==> config.mk <==
export PLATFORM = sky130hd
export DESIGN_NAME = mdio_master
export DESIGN_NICKNAME = d
export VERILOG_FILES = /design/src/rtl/mdio_pkg.sv /design/src/rtl/mdio_bit_timer.sv /design/src/rtl/mdio_frame_seq.sv /design/src/rtl/mdio_master.sv
export SDC_FILE = /design/constraint.sdc
export NUM_CORES = 1
export LEC_CHECK = 0
export CORE_AREA = 5 5 127 129
export DETAILED_ROUTE_END_ITERATION = 16
export DIE_AREA = 0 0 132 134
export PLACE_DENSITY = 0.76
export SLEW_MARGIN = 5
export SYNTH_ARGS = -nofsm -noshare
export SYNTH_HDL_FRONTEND = slang
export SYNTH_SLANG_ARGS = --single-unit
==> constraint.sdc <==
create_clock -name clk -period 2.1 [get_ports clk]
set_input_delay 0.42 -clock clk [delete_from_list [all_inputs] [get_ports clk]]
set_output_delay 0.42 -clock clk [all_outputs]
set_load 0.02 [all_outputs]
==> src/rtl/mdio_pkg.sv <==
package mdio_pkg;

    typedef enum logic [1:0] {
        OP_C22_RD = 2'd0,
        OP_C22_WR = 2'd1,
        OP_C45_RD = 2'd2,
        OP_C45_WR = 2'd3
    } mdio_op_e;

    typedef enum logic [2:0] {
        SQ_IDLE,
        SQ_SEND,
        SQ_TAIL,
        SQ_TA,
        SQ_DATA,
        SQ_END,
        SQ_FLUSH
    } seq_state_e;

    typedef enum logic [1:0] {
        BT_IDLE,
        BT_LOW,
        BT_HIGH
    } bit_state_e;

    localparam int PREAMBLE_BITS = 32;
    localparam int HDR_BITS      = 14;
    localparam int TA_BITS       = 2;
    localparam int FIELD_BITS    = 16;
    localparam int FLUSH_BITS    = 32;
    localparam int FRAME_BITS    = PREAMBLE_BITS + HDR_BITS + TA_BITS + FIELD_BITS;
    localparam int READ_TX_BITS  = PREAMBLE_BITS + HDR_BITS;

    typedef struct packed {
        logic [1:0]            start;
        logic [1:0]            opc;
        logic [4:0]            phy;
        logic [4:0]            fld;
        logic [FIELD_BITS-1:0] payload;
    } frame_t;

    function automatic logic [FRAME_BITS-1:0] pack_frame(input frame_t f);
        return {{PREAMBLE_BITS{1'b1}}, f.start, f.opc, f.phy, f.fld, 2'b10, f.payload};
    endfunction

endpackage

==> src/rtl/mdio_bit_timer.sv <==
module mdio_bit_timer
    import mdio_pkg::*;
#(
    parameter int HALF_CYC = 25,
    parameter int READ_CYC = 35
) (
    input  logic clk,
    input  logic rst,
    input  logic start,
    input  logic rx_bit,
    input  logic last_bit,
    input  logic mdio_i,
    output logic mdc,
    output logic bit_done,
    output logic bit_sample
);
    localparam int MAXC = (READ_CYC > HALF_CYC) ? READ_CYC : HALF_CYC;
    localparam int CW   = $clog2(MAXC + 1);
    localparam logic [CW-1:0] HALF_LOAD = CW'(HALF_CYC - 1);
    localparam logic [CW-1:0] READ_LOAD = CW'(READ_CYC - 1);

    bit_state_e    st;
    logic [CW-1:0] cnt;

    always_ff @(posedge clk) begin
        if (rst) begin
            st  <= BT_IDLE;
            cnt <= '0;
        end else begin
            case (st)
                BT_IDLE: begin
                    if (start) begin
                        st  <= BT_LOW;
                        cnt <= HALF_LOAD;
                    end
                end
                BT_LOW: begin
                    if (cnt == '0) begin
                        st  <= BT_HIGH;
                        cnt <= rx_bit ? READ_LOAD : HALF_LOAD;
                    end else begin
                        cnt <= cnt - 1'b1;
                    end
                end
                BT_HIGH: begin
                    if (cnt == '0) begin
                        st  <= last_bit ? BT_IDLE : BT_LOW;
                        cnt <= HALF_LOAD;
                    end else begin
                        cnt <= cnt - 1'b1;
                    end
                end
                default: st <= BT_IDLE;
            endcase
        end
    end

    assign mdc        = (st == BT_HIGH);
    assign bit_done   = (st == BT_HIGH) && (cnt == '0);
    assign bit_sample = mdio_i;

endmodule

==> src/rtl/mdio_frame_seq.sv <==
module mdio_frame_seq
    import mdio_pkg::*;
(
    input  logic        clk,
    input  logic        rst,
    input  logic        cmd_valid,
    input  logic [1:0]  cmd_op,
    input  logic [4:0]  cmd_phy,
    input  logic [4:0]  cmd_reg,
    input  logic [15:0] cmd_addr,
    input  logic [15:0] cmd_wdata,
    input  logic        cfg_op_sel,
    input  logic [1:0]  cfg_rd_opc,
    input  logic [1:0]  cfg_wr_opc,
    input  logic [31:0] ta_ignore_mask,
    input  logic        bit_done,
    input  logic        bit_sample,
    output logic        accept,
    output logic        busy,
    output logic        rx_bit,
    output logic        last_bit,
    output logic        mdio_o,
    output logic        mdio_oe,
    output logic        done,
    output logic        err,
    output logic [15:0] rdata
);
    localparam int CNT_W = $clog2(FRAME_BITS);
    localparam logic [CNT_W-1:0] LOAD_TX    = CNT_W'(FRAME_BITS - 1);
    localparam logic [CNT_W-1:0] LOAD_RDHDR = CNT_W'(READ_TX_BITS - 1);
    localparam logic [CNT_W-1:0] LOAD_DATA  = CNT_W'(FIELD_BITS - 1);
    localparam logic [CNT_W-1:0] LOAD_FLUSH = CNT_W'(FLUSH_BITS - 1);

    seq_state_e            state;
    logic [FRAME_BITS-1:0] sreg;
    logic [CNT_W-1:0]      cnt;
    logic                  pend;
    frame_t                f2_q;
    logic                  f2_rx_q;
    logic                  cur_rx;
    logic [4:0]            phy_q;
    logic [15:0]           rx_sh;

    frame_t   f_first;
    frame_t   f_second;
    logic     first_rx;
    logic     second_rx;
    logic     two_frames;
    logic [1:0] c22_rd;
    logic [1:0] c22_wr;

    always_comb begin
        c22_rd     = cfg_op_sel ? cfg_rd_opc : 2'b10;
        c22_wr     = cfg_op_sel ? cfg_wr_opc : 2'b01;
        two_frames = 1'b0;
        first_rx   = 1'b0;
        second_rx  = (mdio_op_e'(cmd_op) == OP_C45_RD);
        f_second   = '{start: 2'b00, opc: second_rx ? 2'b11 : 2'b01,
                       phy: cmd_phy, fld: cmd_reg, payload: cmd_wdata};
        case (mdio_op_e'(cmd_op))
            OP_C22_RD: begin
                f_first  = '{start: 2'b01, opc: c22_rd, phy: cmd_phy, fld: cmd_reg, payload: cmd_wdata};
                first_rx = 1'b1;
            end
            OP_C22_WR: begin
                f_first  = '{start: 2'b01, opc: c22_wr, phy: cmd_phy, fld: cmd_reg, payload: cmd_wdata};
            end
            default: begin
                f_first    = '{start: 2'b00, opc: 2'b00, phy: cmd_phy, fld: cmd_reg, payload: cmd_addr};
                two_frames = 1'b1;
            end
        endcase
    end

    assign accept   = cmd_valid && (state == SQ_IDLE);
    assign busy     = (state != SQ_IDLE);
    assign rx_bit   = (state != SQ_IDLE) && (state != SQ_SEND);
    assign last_bit = ((state == SQ_TAIL) && !pend) || (state == SQ_END) ||
                      ((state == SQ_FLUSH) && (cnt == '0));
    assign mdio_oe  = (state == SQ_SEND);
    assign mdio_o   = (state == SQ_SEND) && sreg[FRAME_BITS-1];

    always_ff @(posedge clk) begin
        if (rst) begin
            state   <= SQ_IDLE;
            sreg    <= '0;
            cnt     <= '0;
            pend    <= 1'b0;
            f2_q    <= '0;
            f2_rx_q <= 1'b0;
            cur_rx  <= 1'b0;
            phy_q   <= '0;
            rx_sh   <= '0;
            done    <= 1'b0;
            err     <= 1'b0;
            rdata   <= '0;
        end else begin
            done <= 1'b0;
            if (accept) begin
                state   <= SQ_SEND;
                sreg    <= pack_frame(f_first);
                cnt     <= first_rx ? LOAD_RDHDR : LOAD_TX;
                cur_rx  <= first_rx;
                pend    <= two_frames;
                f2_q    <= f_second;
                f2_rx_q <= second_rx;
                phy_q   <= cmd_phy;
                err     <= 1'b0;
            end else if (bit_done) begin
                case (state)
                    SQ_SEND: begin
                        if (cnt == '0) begin
                            state <= cur_rx ? SQ_TA : SQ_TAIL;
                        end else begin
                            sreg <= {sreg[FRAME_BITS-2:0], 1'b0};
                            cnt  <= cnt - 1'b1;
                        end
                    end
                    SQ_TAIL: begin
                        if (pend) begin
                            state  <= SQ_SEND;
                            sreg   <= pack_frame(f2_q);
                            cnt    <= f2_rx_q ? LOAD_RDHDR : LOAD_TX;
                            cur_rx <= f2_rx_q;
                            pend   <= 1'b0;
                        end else begin
                            state <= SQ_IDLE;
                            done  <= 1'b1;
                        end
                    end
                    SQ_TA: begin
                        if (bit_sample && !ta_ignore_mask[phy_q]) begin
                            state <= SQ_FLUSH;
                            cnt   <= LOAD_FLUSH;
                        end else begin
                            state <= SQ_DATA;
                            cnt   <= LOAD_DATA;
                        end
                    end
                    SQ_DATA: begin
                        rx_sh <= {rx_sh[14:0], bit_sample};
                        if (cnt == '0) begin
                            state <= SQ_END;
                        end else begin
                            cnt <= cnt - 1'b1;
                        end
                    end
                    SQ_END: begin
                        state <= SQ_IDLE;
                        done  <= 1'b1;
                        rdata <= rx_sh;
                        err   <= 1'b0;
                    end
                    SQ_FLUSH: begin
                        if (cnt == '0) begin
                            state <= SQ_IDLE;
                            done  <= 1'b1;
                            rdata <= 16'hFFFF;
                            err   <= 1'b1;
                        end else begin
                            cnt <= cnt - 1'b1;
                        end
                    end
                    default: state <= SQ_IDLE;
                endcase
            end
        end
    end

endmodule

==> src/rtl/mdio_master.sv <==
module mdio_master
    import mdio_pkg::*;
#(
    parameter int HALF_CYC = 25,
    parameter int READ_CYC = 35
) (
    input  logic        clk,
    input  logic        rst,
    input  logic        cmd_valid,
    input  logic [1:0]  cmd_op,
    input  logic [4:0]  cmd_phy,
    input  logic [4:0]  cmd_reg,
    input  logic [15:0] cmd_addr,
    input  logic [15:0] cmd_wdata,
    input  logic        cfg_op_sel,
    input  logic [1:0]  cfg_rd_opc,
    input  logic [1:0]  cfg_wr_opc,
    input  logic [31:0] ta_ignore_mask,
    output logic        busy,
    output logic        done,
    output logic        err,
    output logic [15:0] rdata,
    output logic        mdc,
    output logic        mdio_o,
    output logic        mdio_oe,
    input  logic        mdio_i
);
    logic accept;
    logic rx_bit;
    logic last_bit;
    logic bit_done;
    logic bit_sample;

    mdio_frame_seq u_seq (
        .clk            (clk),
        .rst            (rst),
        .cmd_valid      (cmd_valid),
        .cmd_op         (cmd_op),
        .cmd_phy        (cmd_phy),
        .cmd_reg        (cmd_reg),
        .cmd_addr       (cmd_addr),
        .cmd_wdata      (cmd_wdata),
        .cfg_op_sel     (cfg_op_sel),
        .cfg_rd_opc     (cfg_rd_opc),
        .cfg_wr_opc     (cfg_wr_opc),
        .ta_ignore_mask (ta_ignore_mask),
        .bit_done       (bit_done),
        .bit_sample     (bit_sample),
        .accept         (accept),
        .busy           (busy),
        .rx_bit         (rx_bit),
        .last_bit       (last_bit),
        .mdio_o         (mdio_o),
        .mdio_oe        (mdio_oe),
        .done           (done),
        .err            (err),
        .rdata          (rdata)
    );

    mdio_bit_timer #(
        .HALF_CYC (HALF_CYC),
        .READ_CYC (READ_CYC)
    ) u_timer (
        .clk        (clk),
        .rst        (rst),
        .start      (accept),
        .rx_bit     (rx_bit),
        .last_bit   (last_bit),
        .mdio_i     (mdio_i),
        .mdc        (mdc),
        .bit_done   (bit_done),
        .bit_sample (bit_sample)
    );

endmodule

**After elaboration in Yosys (flattened, before gate mapping)**

Index checks and enable logic that the tools add are counted.
Widths: inputs -> output; s select.

- Register bits after elaboration: 146
- Output and inout bits: 22
- Bits of input ports: 85

- Reduce and logical (&&, ||, !) cells: 41
- Magnitude comparators: 1
- Bitwise operators: 2
- $add $sub $neg: 2
- Mux-type cells: 54
- Equality and inequality tests: 25

Operators by type and width:

| cell | number |
|---|---|
| $mux 64 | 4 |
| $pmux 64 s2 | 1 |
| $pmux 29 s2 | 1 |
| $mux 6 | 8 |
| $pmux 6 s3 | 2 |
| $pmux 16 s2 | 1 |
| $reduce_and 4->1 | 6 |
| $mux 1 | 18 |
| $mux 16 | 1 |
| $mux 5 | 3 |
| $pmux 3 s5 | 1 |
| $mux 2 | 7 |
| $logic_not 6->1 | 2 |
| $reduce_and 3->1 | 4 |
| $sub 6x1->6 const B | 2 |
| $ne 2x1->1 const B | 5 |
| $reduce_bool 2->1 | 5 |
| $eq 3x3->1 const B | 3 |
| $mux 3 | 3 |
| $ne 3x3->1 const B | 3 |
| $reduce_bool 3->1 | 3 |
| $logic_and 1x1->1 | 7 |
| $eq 3x2->1 const B | 2 |
| $lt 5x6->1 const B | 1 |
| 19 further kinds | 32 |

**Longest topological paths before layout**

Gate-level depths: netlist of the first run.

- Word-level depth: 8
- Depth in mapped cells: 9

**By module**

A second synthesis of the first run with hierarchy kept.

- Cells, all modules: 852
- Area, all modules: 6821.5 um^2

By module, submodules not included:

| module | area an instance (um^2) | sequential area each (um^2) | cells each | times used |
|---|---|---|---|---|
| mdio_frame_seq | 6238.5 | 2742.6 | 783 | 1 |
| mdio_bit_timer | 583.1 | 160.2 | 69 | 1 |

**Worst setup path after synthesis of the first run**

No wires, ideal clock.

- Path type: reg2reg
- Start point: register u_timer.st[0]
- End point: register u_seq.sreg[31]
- Path buffers: 1
- Path slack: 0.011 ns
- Data arrival time: 2.019 ns
- Stages on the path, launching flop included: 8
- Clock period less this slack: 2.089 ns
- Path through: dfxtp_1 -> inv_1 -> ha_1 -> nand3_1 -> a211o_1 -> buf_6 -> or4_1 -> a21oi_1

- Word-level cells in the longest chain between the ends: 4

RTL lines:

| element | RTL line | RTL |
|---|---|---|
| start, declared | mdio_bit_timer.sv:22 | `bit_state_e st;` |
| start signal, assigned | mdio_bit_timer.sv:47 | `st <= last_bit ? BT_IDLE : BT_LOW;` |
| $eq 2x2->1 | -- |  |
| via mdc | mdio_master.sv:23 | `output logic mdc,` |
| $logic_and 1x1->1 | mdio_bit_timer.sv:59 | `assign bit_done = (st == BT_HIGH) && (cnt == '0);` |
| $reduce_bool 2->1 (no line) | -- |  |
| $reduce_and 4->1 (no line) | -- |  |
| end signal, assigned | mdio_frame_seq.sv:101 | `sreg <= pack_frame(f_first);` |
| end signal, assigned | mdio_frame_seq.sv:115 | `sreg <= {sreg[FRAME_BITS-2:0], 1'b0};` |
| end signal, assigned | mdio_frame_seq.sv:122 | `sreg <= pack_frame(f2_q);` |
| end, declared | mdio_frame_seq.sv:35 | `logic [FRAME_BITS-1:0] sreg;` |

The timed path passes the listed nets, and every way through them passes these cells.
A chain may end at the register's enable or synchronous reset.

**Final worst setup path of the first run**

- Start point: register u_seq.cnt[1]
- End point: register u_seq.sreg[59]

- Word-level cells in the longest chain between the ends: 3

RTL lines:

| element | RTL line | RTL |
|---|---|---|
| start, declared | mdio_frame_seq.sv:36 | `logic [CNT_W-1:0] cnt;` |
| start signal, assigned | mdio_frame_seq.sv:102 | `cnt <= first_rx ? LOAD_RDHDR : LOAD_TX;` |
| start signal, assigned | mdio_frame_seq.sv:116 | `cnt <= cnt - 1'b1;` |
| start signal, assigned | mdio_frame_seq.sv:123 | `cnt <= f2_rx_q ? LOAD_RDHDR : LOAD_TX;` |
| $logic_not 6->1 | mdio_frame_seq.sv:112 | `if (cnt == '0) begin` |
| $ne 3x3->1 (no line) | -- |  |
| $reduce_and 4->1 (no line) | -- |  |

Every way passes these cells.

==> flow_summary.ini, run 1 <==
[sta]
grt_setup_unrepaired = true
hold_violations = 0
post-route-min-period_ns = 2.12
clock_skew_ns = 0.0162
worst_slack_ns = -0.0220
setup_tns_ns = -0.0288
worst_pin_slew_ns = 0.518
fmax_mhz = 471
setup_viol = 4
fin_crit_sh_pct = 101
max_slew_margin_pct = 65.4
drv_slew = 0

[finish]
mostFrequentLayoutCell = nand2_1
final_cells = 1193
final_cell_mix = nand2_1, dfxtp_1, clkdlybuf4s50_1
drive_gt1_share_pct = 19.6
diodes = 0
final_nets = 1085
areaGrowthSynthToFinish_pct = 37.9

[pwr]
leakage_nw = 3.60
combPwrFrac_pct = 26.3
swShare_pct = 30.8
pwr_density_cell_nw_per_um2 = 844
pwr-share-seq_pct = 37.5
p_switching_mw = 2.57
p_clk_share_pct = 36.2
internal_power_mw = 5.77
total_power_mw = 8.34
vdd_drop_max_mv = 0.668

[global_route]
grt_pass1_vias = 6470
grt-ovfl-total = 0
grt_pass1_wl_mm = 32.0
antenna_found_initial = 0
grt_usage_pct = 21.2
grt_max_degree = 58

[hold_path]
hold_path_startpoint = u_seq.f2_q[1]
whs_endpoint = u_seq.f2_q[1]
hold_class = register to register
worstHoldPathCells = 2

[detailed_routing]
wire_per_inst_um = 16.9
drtAntennaViolNets = 0
num_vias = 7039
drtPass1Iterations = 7
totalWireLength_mm = 20.2
drc = 0
vias_per_cell = 5.90
drt-initial-drc-count = 648

[floorplanning]
rows = 45
io_pins = 107
die-area_um2 = 17700
dieWidth_um = 132
die_h_um = 134
core-area_um2 = 14900
start_util_pct = 48.1

[critical_path]
reg2reg_depth = 10
slowest_delay_ns = 0.49
crit_path_start = u_seq.cnt[1]
start_kind = register
arrival_ns = 2.42
worstPathCellList = inv_1 -> ha_2 -> or4b_4 -> o21ai_4 -> buf_6 -> a211oi_4 -> buf_12 -> clkbuf_16 -> o221ai_2 -> a21oi_1
rr_endpoint = u_seq.sreg[59]
r2r_slack_ns = -0.02
required_ns = 2.40
cp_slowest_cell = or4b_4
regToRegStartpoint = u_seq.cnt[1]
cp_max_fo = 9
end_kind = register
criticalPathCategory = register to register

[yosys]
ys.warnings.count = 0
yosysSeqAreaShare_pct = 40.5
synthDistinctLibCells = 69
syn-instance-count = 870
synth_top_area_share_pct = 40.5
synthTopCellsByArea = dfxtp_1, nand2_1, a21oi_1
syn-cell-area_um2 = 7170
syn_avg_cell_area_um2 = 8.24
synth-seq-cells = 145
syn_nets = 963
synth_flop_cell = dfxtp_1
synthArstFlopShare_pct = 0
synth-edff-count = 0
yosysTopAreaCell = dfxtp_1

[clock_tree]
clk_latency_ns = 0.43
clock_sinks = 145
cts-root-buf = clkbuf_16
clk_pin_slew_ns = 0.06
numCtsBuffers = 17
ctsHoldBuffers = 0
cts_tree = yes
h-tree-depth = 4
ctsLongestPathBuffers = 2

[placement]
port_buffers = 106
hpwlAfterDp_mm = 12.6
gp_congestion = 0.878
dpl.cell_count = 1156

[run]
drv_cap = 0

[run_status]
violations = negative setup slack
run_status = finished with violations
cells in the mapped netlist (all sizes together), types with 12 or more instances:
master  count
mux2i      30
a211oi     18
nor2b      19
a311oi     18
nor3       20
nor2       63
o22ai      18
buf        38
a21oi     100
o221ai     34
clkbuf     43
nand2     148
o21ai      16
inv        12
nand3      49
dfxtp     145
metal layers:
layer	track usage [%]	vias up	part of all wire (%)
met4	7.89	0	2.0
met3	4.46	41	4.8
met5	0	-	0
met2	33.1	228	49
li1	-	3416	-
met1	29.0	3354	44
area by class of cell:
| cell class | count | area (µm²) |
|---|---|---|
| clock buffer | 18 | 439 |
| clock inverter | 14 | 155 |
| fill | 1132 | 5030 |
| inverter | 12 | 45.0 |
| multi-input combinational | 632 | 4180 |
| sequential | 145 | 2910 |
| tap | 188 | 235 |
| timing repair buffer | 184 | 1920 |
worst max-delay path: cells and delay by family (launching register included):
family                   cells  cell delay [ns]
AO/OA/AOI/OAI                4             0.52
flip-flops                   1             0.31
AND/OR/NAND/NOR              1             0.49
buffers and inverters        4             0.51
adder cells (fa/ha/maj)      1             0.17
power groups by stage:
stage               Combinational [mW]  Sequential (mW)  Clock (mW)
CTS                               1.99             3.11        3.07
finish                            2.19             3.13        3.02
global placement                  1.95             3.16           0
detailed placement                1.98             3.17           0
floorplan                         1.24             3.14           0
global route                      2.39             3.15        3.21
cell families after synthesis:
kind of cell / Yosys count / share of synthesized area [%]
xor gates and xnor gates: 2 / 0.244
DFF: 145 / 40.5
and+or+nand+nor: 339 / 22.3
buffers and inverters: 93 / 6.04
adders and majority gates: 8 / 1.40
muxes: 38 / 6.70
AOI/OAI and AO/OA: 245 / 22.9
registers in the layout, indices dropped and copies added, names as in the netlist, 3 cells and up:
| register | flops |
|---|---|
| u_seq.sreg | 64 |
| u_seq.f2_q | 23 |
| u_seq.rdata | 16 |
| u_seq.rx_sh | 16 |
| u_seq.cnt | 6 |
| u_timer.cnt | 6 |
| u_seq.phy_q | 5 |
| u_seq.state | 3 |
repair_timing:
action | in CTS | in global routing
setup endpoints to repair | 69 | 80
resized for setup | 9 | 69
gates cloned | 0 | 4
pin swaps | 1 | 23
buffers inserted | 0 | 1
how the worst max path moves through the flow:
stage | end | slack (ns) | depth (start not counted)
after floorplan | u_seq.sreg[31] | 0.01 | 7
after global routing | u_seq.sreg[59] | -0.08 | 10
final | u_seq.sreg[59] | -0.02 | 10
after CTS | u_seq.sreg[2] | 0.006 | 9
after detailed placement | u_seq.sreg[2] | -0.26 | 6
after global placement | u_timer.cnt[2] | -0.22 | 7
through the flow:
step | hold WS [ns] | utilization, % | cell area (µm²) | worst slack [ns]
CTS | 0.445 | 63.1 | 9410 | 0.00562
detailed placement | 0.450 | 59.0 | 8810 | -0.260
floorplan | 0.436 | - | 7170 | 0.0109
global placement | 0.441 | 59.0 | 8810 | -0.219
finish | 0.455 | 66.3 | 9890 | -0.0220
global route | 0.477 | 66.3 | 9890 | -0.0835
Power figures use the tool's default switching activity.
==> inputs of run 2 (changes only) <==
--- a/config.mk
+++ b/config.mk
@@ -5,10 +5,10 @@
 export SDC_FILE = /design/constraint.sdc
 export NUM_CORES = 1
 export LEC_CHECK = 0
-export CORE_AREA = 5 5 127 129
+export CORE_AREA = 5 5 115 144
 export DETAILED_ROUTE_END_ITERATION = 16
-export DIE_AREA = 0 0 132 134
-export PLACE_DENSITY = 0.76
+export DIE_AREA = 0 0 120 149
+export PLACE_DENSITY = 0.75
 export SLEW_MARGIN = 5
 export SYNTH_ARGS = -nofsm -noshare
 export SYNTH_HDL_FRONTEND = slang
==> run 2 against run 1 <==
Against the previous run:
- the run still ends with negative setup slack left
- cell count grew 0.59%
- maximum frequency shrank 0.10%
- sequential power is essentially flat
- clock skew shrank 0.0084 ns
- critical path depth is the same
- largest power group unchanged
- sequential share of layout area shrank 0.38 points
- worst setup slack lost 0.0022 ns
- combinational power grew 3%
- die area grew 1.1%
- flip-flop and latch count is the same
- register-to-register slack is essentially flat
==> flow_summary.ini, run 2 (synthesis gave the netlist of run 1 again) <==
[critical_path]
required_ns = 2.40
arrival_ns = 2.43
reg2reg_depth = 10
critPathTopFamily = buffers and inverters
r2r_slack_ns = -0.02
start_kind = register
cp_slowest_cell = or4b_4
slowest_delay_ns = 0.50
endpoint = u_seq.sreg[60]
cp_max_fo = 8
crit_buf_inv = 4
criticalPathCategory = register to register
cp_num_cells = 10
regToRegStartpoint = u_seq.cnt[1]
rr_endpoint = u_seq.sreg[60]
worstPathCellList = inv_2 -> ha_4 -> or4b_4 -> o21ai_4 -> buf_6 -> a211oi_4 -> buf_6 -> clkbuf_16 -> o221ai_2 -> a21oi_1
crit_top_cell = buf_6
crit_path_start = u_seq.cnt[1]
end_kind = register

[sta]
drv_slew = 0
post-route-min-period_ns = 2.12
clock_skew_ns = 0.00780
max_slew_margin_pct = 62.5
whs_ns = 0.455
setup_viol = 3
hold_violations = 0
fin_crit_sh_pct = 101
grt_setup_unrepaired = true
fmax_mhz = 471
worst_pin_slew_ns = 0.562
worst_slack_ns = -0.0242

[detailed_routing]
totalWireLength_mm = 21.4
drtPass1Iterations = 5
drt-initial-drc-count = 749
drc = 0
drtAntennaViolNets = 0
wire_per_inst_um = 17.8
vias_per_cell = 6.06
num_vias = 7266

[pwr]
total_power_mw = 8.38
vdd_drop_max_mv = 0.690
leakage_nw = 3.66
pwr_density_cell_nw_per_um2 = 835

[placement]
port_buffers = 106
placed_area_um2 = 8830
hpwlAfterDp_mm = 13.2
gp_congestion = 0.879

[floorplanning]
core-area_um2 = 15000
io_pins = 107
die-area_um2 = 17900
die_h_um = 149
rows = 50
start_util_pct = 47.9
dieWidth_um = 120

[finish]
diodes = 0
stdcell_area_um2 = 10000
areaGrowthSynthToFinish_pct = 39.9
largest_reg_flops = 64
reg_top3 = u_seq.sreg (64), u_seq.f2_q (23)
finish.utilization_pct = 67.1
mostFrequentLayoutCell = nand2_1
multi_input_area_um2 = 4280
fillers = 1133
final_nets = 1099
regMostFlops = u_seq.sreg
seqCellArea_um2 = 2910
drive_gt1_share_pct = 21.0
final_cell_mix = nand2_1, dfxtp_1, clkdlybuf4s50_1

[clock_tree]
cts-root-buf = clkbuf_16
numCtsBuffers = 17
clk_pin_slew_ns = 0.06
clock_sinks = 145
h-tree-depth = 4
clk_latency_ns = 0.43
ctsLongestPathBuffers = 2
ctsHoldBuffers = 0
cts_tree = yes

[global_route]
grt-ovfl-total = 0
grt_pass1_vias = 6670
antenna_found_initial = 0
grt_max_degree = 51
grt_pass1_wl_mm = 32.1
grt_usage_pct = 21.8

[hold_path]
hold_class = register to register
worstHoldPathCells = 2
hold_path_startpoint = u_seq.f2_q[18]

[run_status]
run_status = finished with violations
violations = negative setup slack

[run]
drv_cap = 0
-- run 2: where the power goes --
part	leakage (nW)	internal, mW	switching [mW]	total (mW)
combinational	2.20	1.05	1.21	2.26
sequential	1.19	2.97	0.185	3.15
clock	0.276	1.74	1.22	2.96
-- run 2: worst min-delay path, delay by kind of cell (launching register included) --
family | cells | cell delay, ns
AOI/OAI and AO/OA | 1 | 0.05
DFF | 1 | 0.31
and+or+nand+nor | 1 | 0.05
-- run 2: worst min-delay path by stage --
stage | end | slack, ns
4_1_cts | u_timer.cnt[0] | 0.45
5_1_grt | u_seq.f2_q[12] | 0.47
6_report | u_seq.f2_q[18] | 0.46
2_1_floorplan | u_seq.f2_q[16] | 0.44
3_3_place_gp | u_seq.f2_q[17] | 0.44
3_5_place_dp | u_seq.f2_q[9] | 0.45
-- run 2: cell type report --
type	instances	share of cell area, %
Multi-Input combinational cell	633	42.7
Sequential cell	145	29.0
Timing Repair Buffer	197	19.9
Clock buffer	18	4.28
Tap cell	182	2.27
Clock inverter	13	1.38
Inverter	12	0.449
-- run 2: routing by layer --
layer	up-vias	GRT usage, %	routed length [µm]	share of wire (%)
met3	55	4.17	1110	5.2
met1	3506	27.1	8580	40
met4	0	8.42	653	3.1
met5	-	0	0	0
met2	262	37.2	11000	52
li1	3443	-	-	-
-- run 2: through the flow --
| stage | worst slack (ns) | std cells | TNS (ns) |
|---|---|---|---|
| 2_1_floorplan | 0.0109 | 870 | 0 |
| 3_3_place_gp | -0.253 | 1157 | -16.53 |
| 3_5_place_dp | -0.275 | 1157 | -18.64 |
| 4_1_cts | 0.00249 | 1189 | 0 |
| 5_1_grt | -0.0843 | 1200 | -1.14 |
| 6_report | -0.0242 | 1200 | -0.0488 |
-- run 2: timing repair --
| action | CTS | global route |
|---|---|---|
| resized for setup | 10 | 82 |
| setup buffers | 1 | 3 |
| pin swaps | 0 | 33 |
| endpoints found under the setup margin | 5 | 58 |
| cloned | 0 | 8 |
